## config.mk

```make
export PLATFORM = sky130hd
export DESIGN_NAME = seq_timer_unit
export DESIGN_NICKNAME = d
export VERILOG_FILES = /design/src/rtl/seq_timer_pkg.sv /design/src/rtl/clk_src_sel.sv /design/src/rtl/tick_prescaler.sv /design/src/rtl/oneshot_timer.sv /design/src/rtl/seq_timer_unit.sv
export SDC_FILE = /design/constraint.sdc
export NUM_CORES = 1
export LEC_CHECK = 0
export BUFFER_PORTS_ARGS = -buffer_cell sky130_fd_sc_hd__buf_2
export CAP_MARGIN = 10
export CORE_UTILIZATION = 50
export DETAILED_ROUTE_END_ITERATION = 8
export PLACE_DENSITY = 0.64
export SETUP_SLACK_MARGIN = 0.5
export SYNTH_ARGS = -nofsm -noshare
export SYNTH_HDL_FRONTEND = slang
export SYNTH_SLANG_ARGS = --single-unit
```

## constraint.sdc

```tcl
create_clock -name clk_i -period 7.9 [get_ports clk_i]
set_clock_uncertainty 0.15 [all_clocks]
set_input_delay 1.58 -clock clk_i [delete_from_list [all_inputs] [get_ports clk_i]]
set_output_delay 1.58 -clock clk_i [all_outputs]
set_load 0.05 [all_outputs]
```

## src/rtl/seq_timer_pkg.sv

```systemverilog
package seq_timer_pkg;
  typedef enum logic [1:0] {
    MODE_STANDALONE = 2'b00,
    MODE_MASTER     = 2'b01,
    MODE_SLAVE      = 2'b10,
    MODE_RSVD       = 2'b11
  } clk_mode_e;

  localparam int TMR_EXP_W     = 4;
  localparam int TMR_MANT_W    = 3;
  localparam int TMR_CODE_W    = TMR_EXP_W + TMR_MANT_W;
  localparam int TMR_MAX_TICKS = ((1 << (TMR_MANT_W + 1)) - 1) << ((1 << TMR_EXP_W) - 1);
  localparam int TMR_CNT_W     = $clog2(TMR_MAX_TICKS + 1);

  // (2^MANT_W + m) << e
  function automatic logic [TMR_CNT_W-1:0] decode_interval(input logic [TMR_CODE_W-1:0] code);
    logic [TMR_CNT_W-1:0] base;
    base = TMR_CNT_W'({1'b1, code[TMR_MANT_W-1:0]});
    return base << code[TMR_CODE_W-1:TMR_MANT_W];
  endfunction
endpackage

```

## src/rtl/clk_src_sel.sv

```systemverilog
module clk_src_sel
  import seq_timer_pkg::*;
(
  input  logic [1:0] mode_i,
  input  logic       ext_sel_i,
  input  logic       osc_pulse_i,
  input  logic       ext_pulse_i,
  input  logic       mclk_pulse_i,
  output logic       src_pulse_o,
  output logic       mclk_o,
  output logic       mclk_oe_o
);
  clk_mode_e mode;
  assign mode = clk_mode_e'(mode_i);

  always_comb begin
    src_pulse_o = ext_sel_i ? ext_pulse_i : osc_pulse_i;
    mclk_o      = 1'b0;
    mclk_oe_o   = 1'b0;
    unique case (mode)
      MODE_MASTER: begin
        mclk_oe_o = 1'b1;
        mclk_o    = osc_pulse_i;
      end
      MODE_SLAVE: src_pulse_o = mclk_pulse_i;
      default: ;
    endcase
  end
endmodule

```

## src/rtl/tick_prescaler.sv

```systemverilog
module tick_prescaler #(
  parameter int DIV = 32
) (
  input  logic clk_i,
  input  logic rst_ni,
  input  logic src_pulse_i,
  output logic tick_o
);
  localparam int CW = (DIV > 1) ? $clog2(DIV) : 1;
  localparam logic [CW-1:0] LAST = CW'(DIV - 1);

  logic [CW-1:0] cnt_q;

  assign tick_o = src_pulse_i && (cnt_q == LAST);

  always_ff @(posedge clk_i or negedge rst_ni) begin
    if (!rst_ni)          cnt_q <= '0;
    else if (tick_o)      cnt_q <= '0;
    else if (src_pulse_i) cnt_q <= cnt_q + 1'b1;
  end
endmodule

```

## src/rtl/oneshot_timer.sv

```systemverilog
module oneshot_timer
  import seq_timer_pkg::*;
(
  input  logic                  clk_i,
  input  logic                  rst_ni,
  input  logic                  tick_i,
  input  logic [TMR_CODE_W-1:0] code_i,
  input  logic                  start_i,
  input  logic                  clear_i,
  output logic                  done_o
);
  logic [TMR_CNT_W-1:0] cnt_q;

  always_ff @(posedge clk_i or negedge rst_ni) begin
    if (!rst_ni) begin
      cnt_q  <= '0;
      done_o <= 1'b0;
    end else if (clear_i) begin
      cnt_q  <= '0;
      done_o <= 1'b0;
    end else if (start_i) begin
      cnt_q  <= decode_interval(code_i);
      done_o <= 1'b0;
    end else if (tick_i && cnt_q != '0) begin
      cnt_q <= cnt_q - 1'b1;
      if (cnt_q == TMR_CNT_W'(1)) done_o <= 1'b1;
    end
  end
endmodule

```

## src/rtl/seq_timer_unit.sv

```systemverilog
module seq_timer_unit
  import seq_timer_pkg::*;
#(
  parameter int N_TIMERS = 4,
  parameter int DIV      = 32
) (
  input  logic                           clk_i,
  input  logic                           rst_ni,
  input  logic [1:0]                     mode_i,
  input  logic                           ext_sel_i,
  input  logic                           osc_pulse_i,
  input  logic                           ext_pulse_i,
  input  logic                           mclk_pulse_i,
  output logic                           mclk_o,
  output logic                           mclk_oe_o,
  input  logic                           lclk_en_i,
  output logic                           lclk_o,
  input  logic [N_TIMERS*TMR_CODE_W-1:0] code_i,
  input  logic [N_TIMERS-1:0]            start_i,
  input  logic [N_TIMERS-1:0]            clear_i,
  output logic [N_TIMERS-1:0]            done_o
);
  logic src_pulse;
  logic tick;

  clk_src_sel i_sel (
    .mode_i       (mode_i),
    .ext_sel_i    (ext_sel_i),
    .osc_pulse_i  (osc_pulse_i),
    .ext_pulse_i  (ext_pulse_i),
    .mclk_pulse_i (mclk_pulse_i),
    .src_pulse_o  (src_pulse),
    .mclk_o       (mclk_o),
    .mclk_oe_o    (mclk_oe_o)
  );

  tick_prescaler #(.DIV(DIV)) i_pre (
    .clk_i       (clk_i),
    .rst_ni      (rst_ni),
    .src_pulse_i (src_pulse),
    .tick_o      (tick)
  );

  assign lclk_o = lclk_en_i & tick;

  for (genvar k = 0; k < N_TIMERS; k++) begin : g_tmr
    oneshot_timer i_tmr (
      .clk_i   (clk_i),
      .rst_ni  (rst_ni),
      .tick_i  (tick),
      .code_i  (code_i[k*TMR_CODE_W +: TMR_CODE_W]),
      .start_i (start_i[k]),
      .clear_i (clear_i[k]),
      .done_o  (done_o[k])
    );
  end
endmodule

```

==> run metrics <==
Crit. End Element=primary output; Mapped Area=between 0.006 and 0.007 mm^2; CTS Buffer Depth=2; cell count after synthesis=around 780; # clock sinks=85; CTS tree=yes; CP Class=in -> out; Critical Path Most Common Cell=buf_2; worst rel slew slack=between 20% and 30%; DRT iter0 DRCs=around 520; max_cap viols=0; Syn Area/Cell=approximately 8.3 um^2; Max Fclk=~0.21 GHz; outcome=finished, final reports clean; Hold Startpoint=i_pre.cnt_q[4]; Slew Viols, Final=0; Crit path required time=slightly above 6 ns; vias in the first global route=slightly below 6000; Hold Crit Depth=2; min cycle time layout=between 4 and 5 ns; number of synthesized flops with an enable pin=0; Post-DP Area=~0.0068 mm^2; global route total overflow=0; Critical Path Start Type=input port; sequential fraction of design power=slightly below 40%; Initial Util=around half; FP Rows=between 40 and 50; CTS Buf Count=9; Ant. Diodes=0; PwrDens=roughly 180 mW/mm^2; Synth Area in Compound Gates=between 20% and 30%; final hold violations=0; CP max stage delay=a little under 0.5 ns; CTS root buf=clkbuf_16; RSZ-0062 raised after global routing=no; Buffers on Ports=51; internal power=between 800 and 900 uW; first-pass GRT wire length=29.10 mm; reg2reg start=i_pre.cnt_q[0]; Fillers=1196; Post-CTS Setup Repair Bufs=0; leakage power=approximately 0.0030 uW; design area=between 0.007 and 0.008 mm^2; Reg2Reg Setup Slack=slightly below 5 ns; Post-Synth Adder-Cell Area=approximately 1.9%; worst hold path endpoint=i_pre.cnt_q[4]; DRC violations left=0; Main synth FF type=dfrtp_1; reg2reg end=g_tmr[3].i_tmr.cnt_q[16]; final core occ=a little under three fifths; largest net degree at the start of global routing=86; Synth Area in XOR/XNOR=between 3 and 4%; hold_ws=0.3365 ns; CP arrival=2.94 ns; setup ws final=approximately 3.2 ns; ranking of synthesized cells by area=dfrtp_1 (33%), nor2_1 (3.8%), a21oi_1 (3.8%); register area share after synthesis=between 30% and 40%; Post-synth ARST share=100.0%; TritonRoute pass-1 iters=5; Comb power frac=26.7%; Synthesis Warnings=0; core region area=between 0.01 and 0.015 mm^2; Final #Nets=about 860; antenna violations before repair=0; period utilization=59.08%; portion of netlist area occupied by mux cells=between 2 and 3%; Worst IR Drop VDD=a little over 0.1 mV; post-synthesis register bit count=85; cell taking the most area after synthesis=dfrtp_1; Final setup viols=0; Routed Antenna Nets=0; Syn Nets=between 800 and 900; Total Neg Setup Slack=0 ns; pre-CTS setup slack=between 3 and 4 ns; Hold Path Class=reg -> reg; Sw Share=33.16%; Via Count=approximately 6300; layout cells sized above 1=a little over an eighth; Worst-Skew Late Latency=approximately 0.35 ns; post-CTS sizing=0; Die ar.=about 0.014 mm^2; WL final=17.77 mm; crit path buf inv count=3; Worst Max-Slew Pin Slew=~1.1 ns; post-detail-place hpwl=12.41 mm; GPL Wtd Cong=approximately 0.90; Ports=between 50 and 60; CP max stage cell=or3b_2; clock power share=a little over a third; die height=116.3 um; routed len/inst=approximately 18 um; CP delay by family, top=simple AND/OR/NAND/NOR gates; most common cell after layout, fill and taps aside=dfrtp_1; post-synth top area share=about a third; most frequent cells in the layout=dfrtp_1 (85), nor2_1 (66), buf_2 (50); CP max FO=20; crit-path cells=buf_2, or3b_2, o211a_1, buf_4, and2_1, buf_2; Psw=around 430 uW; synth-to-layout area growth=9.435%; gr usage total=27.19%; Unique masters post-synth=82; combinational family with the most area after synthesis=simple AND/OR/NAND/NOR gates; simple logic cell fraction of the synthesized area=between 20% and 30%; DIE WIDTH=116.3 um; DR vias/cell=about 6.5; hold buffers post-CTS=0; CTS H-tree depth=3; clk slew on worst S/H paths=~0.060 ns; reg2reg path depth=8
==> synthesized netlist by cell type (14+ instances only) <==
| master | count |
|---|---|
| nor3_1 | 32 |
| nand2_1 | 43 |
| o211ai_1 | 18 |
| and3_1 | 18 |
| a211oi_1 | 21 |
| nand3_1 | 32 |
| o21ai_0 | 32 |
| a21oi_1 | 49 |
| nor2_1 | 66 |
| dfrtp_1 | 85 |
| inv_1 | 27 |
| a31oi_1 | 16 |
| xnor2_1 | 14 |
| clkbuf_1 | 38 |
| o22ai_1 | 16 |
==> worst register-to-register path: stages (launching register included) <==
cell,delay (ns)
dfrtp_1,0.39
ha_1,0.20
and3_1,0.17
ha_1,0.23
o211ai_1,0.11
buf_4,0.28
or4_1,0.75
or4b_1,0.52
o211ai_1,0.09
==> layer usage <==
metal  GRT usage [%]  part of all wire, %  vias up
met3           3.944                  5.7       32
met2           43.20                   47      240
met5               0                    0        -
met4           10.60                  2.1        0
met1           37.39                   45     3028
li1                -                    -     3029
==> cell families after synthesis <==
kind of cell,count (synthesis)
AOI/OAI and AO/OA,248
xor gates and xnor gates,27
adders and majority gates,10
buffers and inverters,77
DFF,85
muxes,16
and+or+nand+nor,320
==> registers in the layout, summed over array words and instances (netlist names) <==
register,flops
g_tmr.i_tmr.cnt_q,76
g_tmr.i_tmr.done_o,4
i_pre.cnt_q,5
==> layout make-up <==
cell class / count / area [um^2] / area share (%)
clock inverter: 4 / 72.57 / 1.014
tap: 172 / 215.2 / 3.008
sequential: 85 / 2127 / 29.73
multi-input combinational: 621 / 4094 / 57.22
inverter: 29 / 108.9 / 1.522
timing repair buffer: 54 / 300.3 / 4.197
clock buffer: 12 / 236.5 / 3.305
==> power groups by stage <==
stage	combinational (uW)	sequential, uW	clock (uW)
detailed placement	338	511	0
global route	386	509	480
CTS	341	503	459
floorplan	253	502	0
finish	347	504	452
global placement	332	509	0
==> how the worst max path moves through the flow <==
stage             end  cells past startpoint  startpoint
2_1_floorplan  lclk_o                      5   ext_sel_i
3_3_place_gp   lclk_o                      6   mode_i[0]
3_5_place_dp   lclk_o                      6   mode_i[0]
4_1_cts        lclk_o                      6   mode_i[0]
5_1_grt        lclk_o                      6   mode_i[0]
6_report       lclk_o                      6   mode_i[0]
==> stage by stage <==
stage / power (uW) / instances
after floorplan: 754.6 / 783
after detailed placement: 849.2 / 960
after global routing: 1375 / 977
after CTS: 1304 / 976
after global placement: 840.3 / 960
final: 1304 / 977
(Power assumes the default switching activity.)
